**config.mk**
```make
export PLATFORM = sky130hd
export DESIGN_NAME = prio_esc_arbiter
export DESIGN_NICKNAME = d
export VERILOG_FILES = /design/src/rtl/esc_arb_pkg.sv /design/src/rtl/esc_lfsr.sv /design/src/rtl/esc_req_tracker.sv /design/src/rtl/esc_pick.sv /design/src/rtl/prio_esc_arbiter.sv
export SDC_FILE = /design/constraint.sdc
export NUM_CORES = 1
export LEC_CHECK = 0
export ABC_AREA = 0
export BUFFER_PORTS_ARGS = -buffer_cell sky130_fd_sc_hd__buf_2
export CORE_ASPECT_RATIO = 1.2
export CORE_MARGIN = 2
export CORE_UTILIZATION = 55
export DETAILED_ROUTE_END_ITERATION = 8
export PLACE_DENSITY = 0.77
export RECOVER_POWER = 100
export REMOVE_ABC_BUFFERS = 1
export SYNTH_ARGS = -nofsm -noshare
export SYNTH_HDL_FRONTEND = slang
export SYNTH_SLANG_ARGS = --single-unit
export TNS_END_PERCENT = 100
```
**constraint.sdc**
```tcl
create_clock -name clk_i -period 6.5 [get_ports clk_i]
set_input_delay 0.975 -clock clk_i [delete_from_list [all_inputs] [get_ports clk_i]]
set_output_delay 0.975 -clock clk_i [all_outputs]
set_load 0.01 [all_outputs]
```
**src/rtl/esc_arb_pkg.sv**
```systemverilog
package esc_arb_pkg;

    localparam int LVL_W = 2;

    typedef enum logic [1:0] {
        LVL_LOW  = 2'd0,
        LVL_HIGH = 2'd1,
        LVL_SYS  = 2'd2
    } level_e;

    typedef enum logic [1:0] {
        TRK_IDLE     = 2'd0,
        TRK_CONTEND  = 2'd1,
        TRK_PROMOTED = 2'd2
    } trk_state_e;

    // Priority field decode: bit 1 set means system class.
    function automatic level_e prio_to_level(input logic [LVL_W-1:0] p);
        if (p[1])      return LVL_SYS;
        else if (p[0]) return LVL_HIGH;
        else           return LVL_LOW;
    endfunction

endpackage

```
**src/rtl/esc_lfsr.sv**
```systemverilog
module esc_lfsr #(
    parameter int             W     = 16,
    parameter logic [W-1:0]   TAPS  = 16'hB400,
    parameter logic [W-1:0]   SEED  = 16'hACE1
) (
    input  logic         clk_i,
    input  logic         rst_ni,
    output logic [W-1:0] state_o
);

    logic [W-1:0] state_q;
    logic [W-1:0] state_d;

    always_comb begin
        state_d = {1'b0, state_q[W-1:1]};
        if (state_q[0]) begin
            state_d = state_d ^ TAPS;
        end
    end

    always_ff @(posedge clk_i) begin
        if (!rst_ni) state_q <= SEED;
        else         state_q <= state_d;
    end

    assign state_o = state_q;


    lfsr_nonzero_chk: assert property (@(posedge clk_i) disable iff (!rst_ni)
        state_q != '0);


    lfsr_moves_chk: assert property (@(posedge clk_i) disable iff (!rst_ni)
        rst_ni |=> state_q != $past(state_q));

endmodule

```
**src/rtl/esc_req_tracker.sv**
```systemverilog
module esc_req_tracker
    import esc_arb_pkg::*;
#(
    parameter  int PROMOTE_AFTER = 7,
    localparam int CNT_W         = $clog2(PROMOTE_AFTER + 1)
) (
    input  logic             clk_i,
    input  logic             rst_ni,
    input  logic             req_i,
    input  logic             gnt_i,
    input  logic [LVL_W-1:0] prio_i,
    output logic [LVL_W-1:0] lvl_o
);

    localparam logic [CNT_W-1:0] LIMIT = CNT_W'(PROMOTE_AFTER);

    trk_state_e       state_q, state_d;
    logic [CNT_W-1:0] cnt_q, cnt_d;
    logic             lost;

    assign lost = req_i && !gnt_i;

    // Next-state process
    always_comb begin
        state_d = state_q;
        cnt_d   = cnt_q;
        unique case (state_q)
            TRK_IDLE, TRK_CONTEND: begin
                if (!lost) begin
                    state_d = TRK_IDLE;
                    cnt_d   = '0;
                end else begin
                    cnt_d   = cnt_q + 1'b1;
                    state_d = (cnt_d == LIMIT) ? TRK_PROMOTED : TRK_CONTEND;
                end
            end
            TRK_PROMOTED: begin
                if (!lost) begin
                    state_d = TRK_IDLE;
                    cnt_d   = '0;
                end
            end
            default: begin
                state_d = TRK_IDLE;
                cnt_d   = '0;
            end
        endcase
    end

    // State register
    always_ff @(posedge clk_i) begin
        if (!rst_ni) begin
            state_q <= TRK_IDLE;
            cnt_q   <= '0;
        end else begin
            state_q <= state_d;
            cnt_q   <= cnt_d;
        end
    end

    // Output process
    always_comb begin
        unique case (state_q)
            TRK_PROMOTED: lvl_o = LVL_SYS;
            default:      lvl_o = prio_to_level(prio_i);
        endcase
    end


    clear_on_win_or_drop_chk: assert property (@(posedge clk_i) disable iff (!rst_ni)
        !lost |=> (state_q == TRK_IDLE && cnt_q == '0));


    promote_at_limit_chk: assert property (@(posedge clk_i) disable iff (!rst_ni)
        (lost && state_q != TRK_PROMOTED && cnt_q == LIMIT - 1'b1) |=> state_q == TRK_PROMOTED);


    loss_counts_up_chk: assert property (@(posedge clk_i) disable iff (!rst_ni)
        (lost && state_q != TRK_PROMOTED) |=> cnt_q == $past(cnt_q) + 1'b1);

endmodule

```
**src/rtl/esc_pick.sv**
```systemverilog
module esc_pick #(
    parameter  int NUM_REQ = 4,
    parameter  int LVL_W   = 2,
    localparam int IDX_W   = (NUM_REQ > 1) ? $clog2(NUM_REQ) : 1
) (
    input  logic [NUM_REQ-1:0]            req_i,
    input  logic [NUM_REQ-1:0][LVL_W-1:0] lvl_i,
    input  logic [IDX_W-1:0]              start_i,
    output logic [NUM_REQ-1:0]            gnt_o
);

    logic [LVL_W-1:0] top_lvl;

    // Highest class among active requesters
    always_comb begin
        top_lvl = '0;
        for (int i = 0; i < NUM_REQ; i++) begin
            if (req_i[i] && lvl_i[i] > top_lvl) begin
                top_lvl = lvl_i[i];
            end
        end
    end

    // Circular scan from the start index; first match at the top class wins
    always_comb begin
        int  idx;
        logic found;
        gnt_o = '0;
        found = 1'b0;
        idx   = 0;
        for (int k = 0; k < NUM_REQ; k++) begin
            idx = int'(start_i) + k;
            if (idx >= NUM_REQ) idx = idx - NUM_REQ;
            if (!found && req_i[idx] && lvl_i[idx] == top_lvl) begin
                gnt_o[idx] = 1'b1;
                found      = 1'b1;
            end
        end
    end

endmodule

```
**src/rtl/prio_esc_arbiter.sv**
```systemverilog
module prio_esc_arbiter
    import esc_arb_pkg::*;
#(
    parameter  int                  NUM_REQ       = 4,
    parameter  int                  PROMOTE_AFTER = 7,
    parameter  int                  LFSR_W        = 16,
    parameter  logic [LFSR_W-1:0]   LFSR_TAPS     = 16'hB400,
    parameter  logic [LFSR_W-1:0]   LFSR_SEED     = 16'hACE1,
    localparam int                  IDX_W         = (NUM_REQ > 1) ? $clog2(NUM_REQ) : 1
) (
    input  logic                       clk_i,
    input  logic                       rst_ni,
    input  logic [NUM_REQ-1:0]         req_i,
    input  logic [NUM_REQ*LVL_W-1:0]   prio_i,
    output logic [NUM_REQ-1:0]         gnt_o
);

    logic [LFSR_W-1:0]             lfsr;
    logic [IDX_W-1:0]              start;
    logic [NUM_REQ-1:0][LVL_W-1:0] lvl;
    logic [NUM_REQ-1:0]            gnt;

    esc_lfsr #(
        .W    (LFSR_W),
        .TAPS (LFSR_TAPS),
        .SEED (LFSR_SEED)
    ) u_lfsr (
        .clk_i   (clk_i),
        .rst_ni  (rst_ni),
        .state_o (lfsr)
    );

    assign start = IDX_W'(lfsr % LFSR_W'(NUM_REQ));

    for (genvar g = 0; g < NUM_REQ; g++) begin : g_trk
        esc_req_tracker #(
            .PROMOTE_AFTER (PROMOTE_AFTER)
        ) u_trk (
            .clk_i  (clk_i),
            .rst_ni (rst_ni),
            .req_i  (req_i[g]),
            .gnt_i  (gnt[g]),
            .prio_i (prio_i[g*LVL_W +: LVL_W]),
            .lvl_o  (lvl[g])
        );
    end

    esc_pick #(
        .NUM_REQ (NUM_REQ),
        .LVL_W   (LVL_W)
    ) u_pick (
        .req_i   (req_i),
        .lvl_i   (lvl),
        .start_i (start),
        .gnt_o   (gnt)
    );

    assign gnt_o = gnt;


    gnt_onehot_chk: assert property (@(posedge clk_i) disable iff (!rst_ni)
        $onehot0(gnt_o));


    gnt_when_busy_chk: assert property (@(posedge clk_i) disable iff (!rst_ni)
        (req_i != '0) |-> (gnt_o != '0));


    gnt_only_requester_chk: assert property (@(posedge clk_i) disable iff (!rst_ni)
        (gnt_o & ~req_i) == '0);


    for (genvar w = 0; w < NUM_REQ; w++) begin : g_prio_w
        for (genvar o = 0; o < NUM_REQ; o++) begin : g_prio_o
            if (w != o) begin : g_pair
                class_order_chk: assert property (@(posedge clk_i) disable iff (!rst_ni)
                    (gnt_o[w] && req_i[o]) |-> (lvl[o] <= lvl[w]));
            end
        end
    end

endmodule

```
# Word-level counts from Yosys, hierarchy flattened
# Cells that the tools add are included.
# Widths: inputs -> output; s select.
word_totals:
  ff_bits: 36
  input_bits: 14
  wordCells: 182
op_classes:
  order_cmp: 16
  n_bitwise: 4
  reduce_logical: 34
  muxes: 88
  addsub: 11
  eq_ne: 20
op_table:
  columns: ["cell", "n"]
  rows:
  - ["$ge 32x1->1 const B", 4]
  - ["$lt 32x4->1 const B", 4]
  - ["$mux 32", 4]
  - ["$ge 32x4->1 const B", 3]
  - ["$sub 32x4->32 const B", 3]
  - ["$mux 2", 32]
  - ["$mux 3", 8]
  - ["$pmux 3 s2", 4]
  - ["$logic_and 1x1->1", 19]
  - ["$mux 1", 19]
  - ["$bmux 2 s2", 4]
  - ["$mux 16", 1]
  - ["$mux 4", 4]
  - ["$pmux 2 s2", 4]
  - ["$add 3x1->3 const B", 4]
  - ["$eq 3x3->1 const B", 4]
  - ["$or 4x4->4", 3]
  - ["$bmux 1 s2", 4]
  - ["$demux 1 s2", 4]
  - ["$eq 2x1->1 const B", 4]
  - ["$eq 2x2->1", 4]
  - ["$eq 2x2->1 const B", 4]
  - ["$logic_not 2->1", 4]
  - ["$ne 2x2->1 const B", 4]
  - ["other kinds (9)", 21]

# Depth between registers and ports, before layout
logic_depth:
  ltp_word: 34
  ltp_mapped: 24
  mapped_depth_nobuf: 22

# By module
# A second synthesis with hierarchy kept.
hier_totals:
  hier_cells: 256
  hier_area_um2: 2482.4
by_module_without_submodules:
  columns: ["module", "instances", "seq_area_each_um2", "cells_per_inst", "area_each_um2"]
  rows:
  - ["esc_pick", 1, 0.0, 103, 970.9]
  - ["esc_req_tracker", 4, 100.1, 26, 240.2]
  - ["esc_lfsr", 1, 320.3, 49, 550.5]

# Worst setup path before layout
# No wires, ideal clock.
synth_timing:
  path_kind: "input to output"
  from: "in req_i[0]"
  to: "out gnt_o[0]"
  slack_ns: -0.080
  required_time_ns: 5.525
  path_stages: 21
  n_path_buf: 2
  arrival_ns: 5.605
  cell_sequence: "clkbuf_1 > o21ai_0 > ha_1 > nor2b_1 > o211ai_1 > mux2i_1 > inv_1 > ha_1 > nor2b_1 > o211ai_1 > o21ai_0 > ha_1 > nor2b_1 > o211ai_1 > nand2_1 > o221ai_2 > mux2_4 > or2_4 > o22a_4 > and2_1 > buf_4"
synth_via:
  elab_chain_cells: 26
synth_rtl:
  columns: ["item", "line_no", "source"]
  rows:
  - ["start, declared", "prio_esc_arbiter.sv:13", "input logic [NUM_REQ-1:0] req_i,"]
  - ["$logic_and 1x1->1", "esc_pick.sv:18", "if (req_i[i] && lvl_i[i] > top_lvl) begin"]
  - ["$mux 2", "esc_pick.sv:18", null]
  - ["$gt 2x2->1", "esc_pick.sv:18", null]
  - ["$logic_and 1x1->1", "esc_pick.sv:18", null]
  - ["$mux 2", "esc_pick.sv:18", null]
  - ["$gt 2x2->1", "esc_pick.sv:18", null]
  - ["$logic_and 1x1->1", "esc_pick.sv:18", null]
  - ["$mux 2", "esc_pick.sv:18", null]
  - ["(+7 left out)", null, null]
  - ["$logic_and 1x1->1 (2 in a row)", "esc_pick.sv:34", "if (!found && req_i[idx] && lvl_i[idx] == top_lvl) begin"]
  - ["$mux 1", "esc_pick.sv:34", null]
  - ["$logic_not 1->1", "esc_pick.sv:34", null]
  - ["$logic_and 1x1->1 (2 in a row)", "esc_pick.sv:34", null]
  - ["$mux 1", "esc_pick.sv:34", null]
  - ["$logic_not 1->1", "esc_pick.sv:34", null]
  - ["$logic_and 1x1->1 (2 in a row)", "esc_pick.sv:34", null]
  - ["$mux 4 *", "esc_pick.sv:34", null]
  - ["end, declared", "prio_esc_arbiter.sv:15", "output logic [NUM_REQ-1:0] gnt_o"]
# Mark *: on every way between the ends. The rest lies on a longest branch, timed or not. The select of a mux whose other input is x is not followed.

# Worst setup path in the final report
layout_timing:
  from: "in prio_i[1]"
  to: "out gnt_o[1]"
layout_via:
  elab_chain_cells: 29
layout_rtl:
  columns: ["item", "line_no", "source"]
  rows:
  - ["start, declared", "prio_esc_arbiter.sv:14", "input logic [NUM_REQ*LVL_W-1:0] prio_i,"]
  - ["$mux 2 *", "esc_arb_pkg.sv:19", "if (p[1]) return LVL_SYS;"]
  - ["$mux 2 *", "esc_req_tracker.sv:63", "unique case (state_q)"]
  - ["$gt 2x1->1", "esc_pick.sv:18", null]
  - ["$logic_and 1x1->1", "esc_pick.sv:18", null]
  - ["$mux 2", "esc_pick.sv:18", null]
  - ["$gt 2x2->1", "esc_pick.sv:18", null]
  - ["$logic_and 1x1->1", "esc_pick.sv:18", null]
  - ["$mux 2", "esc_pick.sv:18", null]
  - ["(+10 left out)", null, null]
  - ["$logic_and 1x1->1 (2 in a row)", "esc_pick.sv:34", null]
  - ["$mux 1", "esc_pick.sv:34", null]
  - ["$logic_not 1->1", "esc_pick.sv:34", null]
  - ["$logic_and 1x1->1 (2 in a row)", "esc_pick.sv:34", null]
  - ["$mux 1", "esc_pick.sv:34", null]
  - ["$logic_not 1->1", "esc_pick.sv:34", null]
  - ["$logic_and 1x1->1 (2 in a row)", "esc_pick.sv:34", null]
  - ["$mux 4 *", "esc_pick.sv:34", null]
# Marks and branches as above.

==> reports/results.ini <==
[synth]
synthFlopType=dfxtp_1
yosys.area.top_type=dfxtp_1
syn_area_mm2=0.00259
synth_area_leaders=dfxtp_1, ha_1, mux4_2, a21oi_1, nand3_1
ys_types=44
seq_area_frac_synth_pct=27.8
synth_seq_cells=36
yosys.area.top_type_share_pct=27.8
yosys_warnings=0
async_flop_share_pct=0
synth.avg_cell_area_um2=9.41
syn_inst=275
synth-edff-count=0

[min_path]
min_to=u_lfsr.state_o[6]
hp-class=flip-flop to flip-flop
hold_depth=1
min_from=u_lfsr.state_o[7]

[finish]
n_fill_cell=347
ff_latch_area_um2=721
final_cells=382
antenna_cells=0
drive_above_1_share_pct=32.7
nets=358
multiInputGateArea_mm2=0.00178
area_growth_pct=21.2

[die]
core_mm2=0.00456
initial_core_util_pct=56.8
fp.dieW_um=66.6
io_pins=18
chipHeight_um=79.2
dieArea_mm2=0.00527
num_rows=27

[global_routing]
antenna_found_initial=0
grt_pass1_wl_um=10100
globalRouteOverflowTotal=0
grt_pass1_vias=2255
grt_max_degree=37
grt_use_total_pct=25.4

[sta]
layout_min_cycle_time_ns=6.91
tns_ns=-1.57
setup_viol=4
clock_skew_ns=0.00863
fmax_mhz=145
slew_headroom_pct=3.97
layout_setup_ws_ns=-0.410
rsz0062_at_grt=true
finalHoldViolCount=0
fin_crit_sh_pct=106
slew_violations=0
worst_pin_slew_ns=1.44

[run_status]
violations=negative setup slack
status=finished with violations

[placed_design]
gp_congestion=0.910
place_ws_ns=-0.0177
dp_cells=353
hpwlAfterDp_um=4060
port_buffers=17

[cts]
clock_path_buffers=2
cts_tree=done
cts_sinks=36
cts.hold.buffers_added=0
numCtsBuffers=5
cts.clk_slew.worst_paths_ns=0.07
cts_root_buffer=clkbuf_8
clock_latency_ns=0.30
htree_levels=2

[drt]
first_pass_iters=4
num_vias=2302
drt_wl_total_um=6620
via_per_inst=6.03
routedWlPerCell_um=17.3
drtAntennaViolNets=0
drc_errors=0
drt-initial-drc-count=151

[critical_path]
regToRegSetupSlack_ns=0.88
r2r_start=g_trk[0].u_trk.state_q[1]
worstSetupPathType=input port to output pin
cp-end-kind=output pin
timing.rr.end=g_trk[1].u_trk.cnt_q[2]
setup.worst_path.start_class=input port
cp_max_fo=4
cp_data_arrival_time_ns=5.93
crit_required_ns=5.52
r2r_cells=26

[power_and_ir_drop]
p_per_area_mw_per_mm2=240
p_switching_mw=0.265
p_leak_nw=1.29
pwr-share-comb_pct=43.7
pwr-share-clk_pct=23.2
seqPwrFrac_pct=33.1
intPower_mw=0.489
swShare_pct=35.1
irDropWorstVdd_v=0.000164

[run]
cap_violations=0

-- sequential cells by signal (all words and copies together) (netlist names) --
register and flops:
u_lfsr.state_o 16, g_trk.u_trk.cnt_q 12, g_trk.u_trk.state_q 8
-- metrics by stage --
step	total power, mW	util [%]	hold slack, ns	instance area, um2
after global routing	0.795	68.8	0.416	3140
after detailed placement	0.520	61.1	0.393	2790
after floorplan	0.426	-	0.386	2480
after global placement	0.514	61.1	0.391	2790
final	0.754	68.8	0.408	3140
after CTS	0.726	66.7	0.411	3040
-- metal layers --
layer	part of all wire (%)	track usage [%]
met5	0	0
met4	5.8	16.3
met3	6.4	6.23
met2	50	42.9
met1	38	28.0
-- worst max path at each step --
stage | startpoint | end | slack, ns | depth (start not counted)
6_report | prio_i[1] | gnt_o[1] | -0.41 | 27
5_1_grt | prio_i[1] | gnt_o[1] | -0.69 | 27
4_1_cts | prio_i[1] | gnt_o[3] | 0.004 | 26
3_5_place_dp | prio_i[1] | gnt_o[0] | -0.02 | 24
3_3_place_gp | prio_i[1] | gnt_o[2] | 0.13 | 25
2_1_floorplan | prio_i[3] | gnt_o[0] | 0.13 | 20
-- critical path, cell delays in order --
cell      delay (ns)
buf_8           0.10
nand2b_4        0.13
or3_4           0.39
inv_2           0.09
ha_4            0.13
nor2b_2         0.04
o211ai_1        0.23
buf_4           0.16
buf_4           0.10
mux2i_2         0.24
ha_1            0.29
nand2_1         0.11
o211ai_1        0.15
buf_4           0.19
o21ai_2         0.14
ha_1            0.27
nor2b_1         0.15
o211ai_1        0.30
or3b_4          0.44
o221ai_4        0.10
buf_6           0.15
buf_6           0.10
nand4_1         0.17
a41oi_4         0.32
o221ai_2        0.16
and2_1          0.18
buf_2           0.13
-- final cells by class --
type	instances	area share [%]
clock buffer	6	2.63
clock inverter	2	0.439
inverter	16	1.91
multi-input combinational	206	56.7
sequential	36	23.0
tap	58	2.31
timing repair buffer	58	13.0
-- cells by family (layout without fill, tap and decap cells) --
| logic type | count (synthesis) | after routing | synth area share (%) |
|---|---|---|---|
| buffers and inverters | 33 | 82 | 6.57 |
| muxes | 15 | 15 | 11.6 |
| DFF | 36 | 36 | 27.8 |
| adders and majority gates | 21 | 21 | 10.1 |
| AOI/OAI and AO/OA | 60 | 60 | 18.6 |
| xor gates and xnor gates | 11 | 11 | 3.72 |
| and+or+nand+nor | 99 | 99 | 21.6 |
-- power groups by stage --
stage	combinational, mW	clock, mW	sequential, mW
floorplan	0.174	0	0.251
finish	0.330	0.175	0.250
global placement	0.260	0	0.254
detailed placement	0.266	0	0.255
CTS	0.298	0.178	0.249
global route	0.353	0.189	0.252
-- cells in the final DEF (no fill, tap or decap), types with 10 or more instances in the layout --
| cell | count |
|---|---|
| dfxtp_1 | 36 |
| nand3_1 | 19 |
| mux4_2 | 10 |
| nand2b_1 | 12 |
| nand2_1 | 25 |
| buf_4 | 39 |
| buf_2 | 15 |
| o21ai_0 | 13 |
| inv_1 | 15 |
| ha_1 | 19 |
| a21oi_1 | 20 |
-- Yosys cell counts, types with 5 or more instances --
library cell,count
o221ai_2,5
o21ai_0,16
a21oi_1,20
xnor2_1,8
and2_1,12
ha_1,21
nand2b_1,13
nand2_1,25
nor2_1,8
nor2b_1,5
buf_4,8
o211ai_1,7
mux4_2,10
inv_1,16
nand3_1,19
dfxtp_1,36
-- repair_timing --
| item | 4_1_cts | 5_1_grt |
|---|---|---|
| resized for setup | 10 | 12 |
| buffers inserted | 14 | 7 |
| cloned | 0 | 0 |
| pin swaps | 9 | 13 |
| setup endpoints to repair | 4 | 4 |
Note: power is estimated with default switching activity, not from simulation.
